`src/rtl/mdu_pkg.sv`:
```
package mdu_pkg;

    typedef enum logic [1:0] {
        ST_IDLE = 2'd0,
        ST_MUL  = 2'd1,
        ST_DIV  = 2'd2,
        ST_FIN  = 2'd3
    } mdu_state_e;

    localparam logic [3:0] OP_MULS  = 4'b0000;
    localparam logic [3:0] OP_MULU  = 4'b0001;
    localparam logic [3:0] OP_MULFP = 4'b0010;
    localparam logic [3:0] OP_DIVS  = 4'b0011;
    localparam logic [3:0] OP_DIVU  = 4'b0100;
    localparam logic [3:0] OP_DIVFP = 4'b0101;
    localparam logic [3:0] OP_MODS  = 4'b0110;
    localparam logic [3:0] OP_MODU  = 4'b0111;

    function automatic logic op_reserved(input logic [3:0] op);
        return op[3];
    endfunction

    function automatic logic op_is_mul(input logic [3:0] op);
        return (op == OP_MULS) || (op == OP_MULU) || (op == OP_MULFP);
    endfunction

    function automatic logic op_is_quot(input logic [3:0] op);
        return (op == OP_DIVS) || (op == OP_DIVU) || (op == OP_DIVFP);
    endfunction

    function automatic logic op_div_signed(input logic [3:0] op);
        return (op == OP_DIVS) || (op == OP_DIVFP) || (op == OP_MODS);
    endfunction

endpackage

```
`src/rtl/mdu_operand_prep.sv`:
```
module mdu_operand_prep
    import mdu_pkg::*;
#(
    parameter int XLEN = 32,
    parameter int FRAC = 16,
    parameter int IMMW = 16,
    localparam int DW  = XLEN + FRAC
) (
    input  logic [3:0]      op_i,
    input  logic [XLEN-1:0] a_i,
    input  logic [XLEN-1:0] b_reg_i,
    input  logic [IMMW-1:0] imm_i,
    input  logic            use_imm_i,
    output logic [XLEN-1:0] b_sel_o,
    output logic [XLEN-1:0] b_mag_o,
    output logic [DW-1:0]   dividend_o,
    output logic            neg_q_o,
    output logic            neg_r_o,
    output logic            div_zero_o
);

    logic [XLEN-1:0] b_imm_ext;
    logic [XLEN-1:0] a_mag;
    logic            a_neg;
    logic            b_neg;
    logic            sgn;

    assign b_imm_ext = {{(XLEN-IMMW){imm_i[IMMW-1]}}, imm_i};

    always_comb begin
        b_sel_o    = use_imm_i ? b_imm_ext : b_reg_i;
        sgn        = op_div_signed(op_i);
        a_neg      = sgn & a_i[XLEN-1];
        b_neg      = sgn & b_sel_o[XLEN-1];
        a_mag      = a_neg ? -a_i : a_i;
        b_mag_o    = b_neg ? -b_sel_o : b_sel_o;
        neg_q_o    = a_neg ^ b_neg;
        neg_r_o    = a_neg;
        div_zero_o = (b_sel_o == '0);
        if (op_i == OP_DIVFP) begin
            dividend_o = DW'(a_mag) << FRAC;
        end else begin
            dividend_o = DW'(a_mag);
        end
    end

endmodule

```
`src/rtl/mdu_mul.sv`:
```
module mdu_mul #(
    parameter int XLEN = 32,
    parameter int FRAC = 16,
    localparam int PW  = XLEN + FRAC
) (
    input  logic            signed_i,
    input  logic            fixed_i,
    input  logic [XLEN-1:0] a_i,
    input  logic [XLEN-1:0] b_i,
    output logic [XLEN-1:0] res_o
);

    logic [PW-1:0] a_ext;
    logic [PW-1:0] b_ext;
    logic [PW-1:0] prod;
    logic [XLEN-1:0] int_res;
    logic [XLEN-1:0] fix_res;

    always_comb begin
        a_ext = signed_i ? PW'($signed(a_i)) : PW'(a_i);
        b_ext = signed_i ? PW'($signed(b_i)) : PW'(b_i);
        prod  = a_ext * b_ext;
    end

    assign int_res = prod[XLEN-1:0];

    generate
        if (FRAC > 0) begin : g_fix
            assign fix_res = prod[PW-1:FRAC];
        end else begin : g_nofix
            assign fix_res = prod[XLEN-1:0];
        end
    endgenerate

    assign res_o = fixed_i ? fix_res : int_res;

endmodule

```
`src/rtl/mdu_div_step.sv`:
```
module mdu_div_step #(
    parameter int XLEN = 32,
    parameter int DW   = 48
) (
    input  logic [XLEN-1:0] rem_i,
    input  logic [DW-1:0]   quo_i,
    input  logic [XLEN-1:0] div_i,
    output logic [XLEN-1:0] rem_o,
    output logic [DW-1:0]   quo_o
);

    logic [XLEN:0]   shifted;
    logic [XLEN-1:0] diff;
    logic            fits;

    always_comb begin
        shifted = {rem_i, quo_i[DW-1]};
        fits    = shifted >= {1'b0, div_i};
        diff    = shifted[XLEN-1:0] - div_i;
        rem_o   = fits ? diff : shifted[XLEN-1:0];
        quo_o   = {quo_i[DW-2:0], fits};
    end

endmodule

```
`src/rtl/mdu_top.sv`:
```
module mdu_top
    import mdu_pkg::*;
#(
    parameter int XLEN = 32,
    parameter int FRAC = 16,
    parameter int IMMW = 16,
    localparam int DW  = XLEN + FRAC,
    localparam int CW  = $clog2(DW + 1)
) (
    input  logic            clk_i,
    input  logic            rst_ni,
    input  logic            start_i,
    input  logic [3:0]      op_i,
    input  logic [XLEN-1:0] a_i,
    input  logic [XLEN-1:0] b_reg_i,
    input  logic [IMMW-1:0] imm_i,
    input  logic            use_imm_i,
    output logic            busy_o,
    output logic            done_o,
    output logic [XLEN-1:0] result_o
);

    typedef struct packed {
        mdu_state_e      state;
        logic [3:0]      op;
        logic [XLEN-1:0] a;
        logic [XLEN-1:0] b;
        logic [XLEN-1:0] rem;
        logic [DW-1:0]   quo;
        logic [CW-1:0]   cnt;
        logic            neg_q;
        logic            neg_r;
        logic            div0;
        logic [XLEN-1:0] result;
        logic            done;
    } mdu_regs_t;

    mdu_regs_t st_d, st_q;

    logic [XLEN-1:0] b_sel;
    logic [XLEN-1:0] b_mag;
    logic [DW-1:0]   dividend;
    logic            neg_q;
    logic            neg_r;
    logic            div_zero;
    logic [XLEN-1:0] mul_res;
    logic [XLEN-1:0] rem_step;
    logic [DW-1:0]   quo_step;
    logic [XLEN-1:0] quo_low;

    mdu_operand_prep #(
        .XLEN(XLEN),
        .FRAC(FRAC),
        .IMMW(IMMW)
    ) prep_i (
        .op_i      (op_i),
        .a_i       (a_i),
        .b_reg_i   (b_reg_i),
        .imm_i     (imm_i),
        .use_imm_i (use_imm_i),
        .b_sel_o   (b_sel),
        .b_mag_o   (b_mag),
        .dividend_o(dividend),
        .neg_q_o   (neg_q),
        .neg_r_o   (neg_r),
        .div_zero_o(div_zero)
    );

    mdu_mul #(
        .XLEN(XLEN),
        .FRAC(FRAC)
    ) mul_i (
        .signed_i(st_q.op != OP_MULU),
        .fixed_i (st_q.op == OP_MULFP),
        .a_i     (st_q.a),
        .b_i     (st_q.b),
        .res_o   (mul_res)
    );

    mdu_div_step #(
        .XLEN(XLEN),
        .DW  (DW)
    ) step_i (
        .rem_i(st_q.rem),
        .quo_i(st_q.quo),
        .div_i(st_q.b),
        .rem_o(rem_step),
        .quo_o(quo_step)
    );

    assign quo_low = st_q.quo[XLEN-1:0];

    always_comb begin
        st_d      = st_q;
        st_d.done = 1'b0;
        unique case (st_q.state)
            ST_IDLE: begin
                if (start_i) begin
                    st_d.op = op_i;
                    st_d.a  = a_i;
                    if (op_reserved(op_i)) begin
                        st_d.result = '0;
                        st_d.done   = 1'b1;
                    end else if (op_is_mul(op_i)) begin
                        st_d.b     = b_sel;
                        st_d.state = ST_MUL;
                    end else begin
                        st_d.b     = b_mag;
                        st_d.rem   = '0;
                        st_d.quo   = dividend;
                        st_d.cnt   = CW'(DW);
                        st_d.neg_q = neg_q;
                        st_d.neg_r = neg_r;
                        st_d.div0  = div_zero;
                        st_d.state = ST_DIV;
                    end
                end
            end
            ST_MUL: begin
                st_d.result = mul_res;
                st_d.done   = 1'b1;
                st_d.state  = ST_IDLE;
            end
            ST_DIV: begin
                st_d.rem = rem_step;
                st_d.quo = quo_step;
                st_d.cnt = st_q.cnt - 1'b1;
                if (st_q.cnt == CW'(1)) begin
                    st_d.state = ST_FIN;
                end
            end
            ST_FIN: begin
                if (op_is_quot(st_q.op)) begin
                    if (st_q.div0) begin
                        st_d.result = '1;
                    end else begin
                        st_d.result = st_q.neg_q ? -quo_low : quo_low;
                    end
                end else begin
                    if (st_q.div0) begin
                        st_d.result = st_q.a;
                    end else begin
                        st_d.result = st_q.neg_r ? -st_q.rem : st_q.rem;
                    end
                end
                st_d.done  = 1'b1;
                st_d.state = ST_IDLE;
            end
            default: st_d.state = ST_IDLE;
        endcase
    end

    always_ff @(posedge clk_i or negedge rst_ni) begin
        if (!rst_ni) begin
            st_q <= '0;
        end else begin
            st_q <= st_d;
        end
    end

    assign busy_o   = (st_q.state != ST_IDLE);
    assign done_o   = st_q.done;
    assign result_o = st_q.result;

    AST_DONE_NOT_BUSY: assert property (@(posedge clk_i) disable iff (!rst_ni)
        done_o |-> !busy_o);

    AST_RESULT_ONLY_ON_DONE: assert property (@(posedge clk_i) disable iff (!rst_ni)
        !$stable(result_o) |-> done_o);

    AST_MUL_TWO_CYCLES: assert property (@(posedge clk_i) disable iff (!rst_ni)
        (start_i && !busy_o && op_is_mul(op_i)) |=> busy_o ##1 done_o);

    AST_RSVD_ONE_CYCLE: assert property (@(posedge clk_i) disable iff (!rst_ni)
        (start_i && !busy_o && op_reserved(op_i)) |=> (done_o && !busy_o && result_o == '0));

    AST_BUSY_HOLDS_OP: assert property (@(posedge clk_i) disable iff (!rst_ni)
        busy_o |=> ($stable(st_q.op) && $stable(st_q.a)));

    AST_DIV0_ALL_ONES: assert property (@(posedge clk_i) disable iff (!rst_ni)
        (st_q.state == ST_FIN && st_q.div0 && op_is_quot(st_q.op)) |=> result_o == '1);

    AST_REM_BELOW_DIVISOR: assert property (@(posedge clk_i) disable iff (!rst_ni)
        (st_q.state == ST_DIV && st_q.b != '0) |-> st_q.rem < st_q.b);

    AST_COUNT_IN_RANGE: assert property (@(posedge clk_i) disable iff (!rst_ni)
        (st_q.state == ST_DIV) |-> (st_q.cnt != '0 && st_q.cnt <= CW'(DW)));

endmodule

```
`config.mk`:
```
export PLATFORM = sky130hd
export DESIGN_NAME = mdu_top
export DESIGN_NICKNAME = d
export VERILOG_FILES = /design/src/rtl/mdu_pkg.sv /design/src/rtl/mdu_operand_prep.sv /design/src/rtl/mdu_mul.sv /design/src/rtl/mdu_div_step.sv /design/src/rtl/mdu_top.sv
export SDC_FILE = /design/constraint.sdc
export NUM_CORES = 2
export LEC_CHECK = 0
export ABC_AREA = 1
export BUFFER_PORTS_ARGS = -buffer_cell sky130_fd_sc_hd__buf_2
export CORE_ASPECT_RATIO = 0.75
export CORE_MARGIN = 2
export CORE_UTILIZATION = 60
export CTS_BUF_LIST = sky130_fd_sc_hd__clkbuf_8
export DETAILED_ROUTE_END_ITERATION = 10
export PLACE_DENSITY_LB_ADDON = 0.2
export SYNTH_ARGS = -nofsm -noshare
export SYNTH_HDL_FRONTEND = slang
export SYNTH_SLANG_ARGS = --single-unit
```
`constraint.sdc`:
```
create_clock -name clk_i -period 7.3 [get_ports clk_i]
set_input_delay 0.365 -clock clk_i [delete_from_list [all_inputs] [get_ports clk_i]]
set_output_delay 0.365 -clock clk_i [all_outputs]
set_load 0.03 [all_outputs]
```
==> impl_metrics.ini <==
[worst_hold_path]
hold_depth = 3
holdCritStartpoint = a_i[1]
worstHoldEndpoint = st_q[155]
worstHoldPathType = in2reg

[clock_tree]
root_buffer = clkbuf_8
htreeDepth = 4
cts_buffers = 17
cts_tree = yes
clk_latency_ns = 0.60
cts.sinks = 192
ctsLongestPathBuffers = 2
clk_pin_slew_ns = 0.14

[critical_path]
cp.required_ns = 7.79
slowest_stage = fa_2
startpoint_type = register
criticalPathCategory = reg2reg
reg2reg_slack_ns = -0.27
crit_family = adder cells
critPathMaxFanout = 6
r2r_start = st_q[177]
r2r_end = result_o[29]
cp_num_buf_inv = 8
end_kind = register
critPathArrivalTime_ns = 8.06
rr_worst_depth = 32
cpMostUsedCell = fa_1
slowest_delay_ns = 0.59

[drt]
vias = 45200
viasPerCell = 5.50
wl_per_cell_um = 20.9
dr.pass1.iters = 6
drt_wl_total_um = 172000
drc = 0
drtIter0Drc = 4173
antenna_left = 0

[placement]
place_area_um2 = 54900
post-place-ws_ns = -0.542
post-dp-hpwl_um = 140000
place_congestion = 1.03
io_buffers = 121

[floorplan]
die_h_um = 252
placementRows = 90
num_io_pins = 122
die-area_um2 = 84500
core_um2 = 80900
initial_core_util = 0.610
die_w_um = 335

[layout]
fillers = 6378
final_area_um2 = 58500
drive_gt1_frac = 0.184
ff_latch_area_um2 = 4830
final_nets = 8391
syn2layout_area_growth_pct = 18.6
multi_input_area_um2 = 38100

[timing]
slew_headroom = 0.283
post-route-period-util = 1.04
maxSlewViolCount = 0
setup_tns_ns = -2.26
max_freq_mhz = 132
finalWorstSetupSlack_ns = -0.266
rsz0062_at_grt = true
finalCriticalPeriod_ns = 7.57
max_slew.worst_pin.slew_ns = 1.07
skew_ns = 0.0389
finalHoldViolations = 0
setup_viol = 17

[run_status]
outcome = complete, but fails checks
violations = negative setup slack

[synthesis]
synth-seq-cells = 192
ys_warn_count = 0
synth.distinct_cells = 63
synth_edf_count = 0
yosysSeqAreaShare = 0.0975
syn-cell-area_um2 = 49300
netlist_top_cells_area = fa_1, inv_1, nand2_1
syn_avg_cell_area_um2 = 7.34
synthFlopType = dfrtp_1
yosysTopAreaCell = fa_1
synth_nets = 7970
async_reset_ff_frac = 1.00
netlist.area_leader.share = 0.374
synthCells = 6715

[grt]
grtUsageTotal = 0.409
grt_pass1_vias = 45100
antenna_found_initial = 5
grt.overflow.total = 0
grt_pass1_wl_um = 261000
grt_start_max_net_pins = 83

[flow_run]
drv_cap = 0
worst reg2reg max path: cells and delay by family, from the launching register on:
family	cells	cell delay (ns)
buffers and inverters	8	0.70
and+or+nand+nor	10	0.82
adders and majority gates	10	5.01
DFF	1	0.43
AOI/OAI and AO/OA	4	0.51
worst max-delay path by stage:
stage | start | cells past startpoint | to
CTS | st_q[186] | 32 | result_o[31]
global route | st_q[187] | 34 | result_o[29]
detailed placement | st_q[172] | 29 | result_o[25]
global placement | st_q[173] | 30 | result_o[25]
finish | st_q[177] | 32 | result_o[29]
floorplan | st_q[175] | 33 | result_o[19]
kinds of logic (layout without fill, tap and decap cells):
logic type / Yosys count / in the layout / synth area share
AND/OR/NAND/NOR: 2327 / 2327 / 0.192
buffers and inverters: 2247 / 2680 / 0.175
adder cells (fa/ha/maj): 1167 / 1167 / 0.436
AO/OA/AOI/OAI: 631 / 631 / 0.0729
flip-flops: 192 / 192 / 0.0975
XOR/XNOR: 145 / 145 / 0.0258
multiplexers: 6 / 6 / 0.00122
other: 0 / 5 / 0
layout make-up:
type / count / share of cell area
antenna: 5 / 0.000214
tap: 1058 / 0.0226
timing repair buffer: 751 / 0.114
multi-input combinational: 4276 / 0.651
inverter: 1898 / 0.122
clock inverter: 14 / 0.00263
sequential: 192 / 0.0826
clock buffer: 17 / 0.00400
metrics by stage:
step                 util  cells  hold slack, ns
finish              0.723   8211          0.0731
CTS                 0.698   8153          0.0330
global route        0.723   8209          0.0620
detailed placement  0.678   8091           0.463
floorplan               -   6715          0.0694
global placement    0.678   8091           0.472
cell usage in the layout (no fill, tap or decap), types with 41 or more instances in the layout:
| cell type | instances |
|---|---|
| inv_1 | 1789 |
| nand2_1 | 1569 |
| fa_1 | 864 |
| buf_4 | 493 |
| nand3_1 | 220 |
| nor2_1 | 216 |
| ha_1 | 204 |
| a21oi_1 | 197 |
| dfrtp_1 | 174 |
| o21ai_0 | 169 |
| buf_2 | 120 |
| xor2_1 | 106 |
| inv_2 | 98 |
| buf_12 | 81 |
| nand2_2 | 57 |
| fa_2 | 56 |
| ha_4 | 43 |
| buf_6 | 42 |
| nor2_2 | 41 |
Yosys cell counts (39+ instances only):
cell type  instances
a21oi_1          237
dfrtp_1          192
ha_1             247
xnor2_1           39
nor2_1           287
xor2_1           106
fa_1             920
o21ai_0          194
nand3_1          247
nand2_1         1646
inv_1           1881
nor3_1            39
clkbuf_1         274
timing repair:
action                                 CTS  global route
setup endpoints to repair               31            32
cloned                                   1             7
buffers inserted                        30            52
pin swaps                              160           243
hold buffers                             1             0
gates resized for setup                254           408
endpoints found under the hold margin   80             0
registers in the layout, indices dropped and copies added (netlist names):
name,flops
done_o,1
st_q,127
quo_low,32
result_o,32
layer usage:
metal | up-vias | track usage | wire [um]
met5 | - | 0 | 25
met2 | 2488 | 0.626 | 75000
li1 | 20300 | - | -
met4 | 4 | 0.173 | 8950
met3 | 422 | 0.107 | 21500
met1 | 21900 | 0.554 | 66400
Power is left out: the tool's default activity adds up to more than one toggle a clock period on the data nets, which glitch-free logic cannot reach.
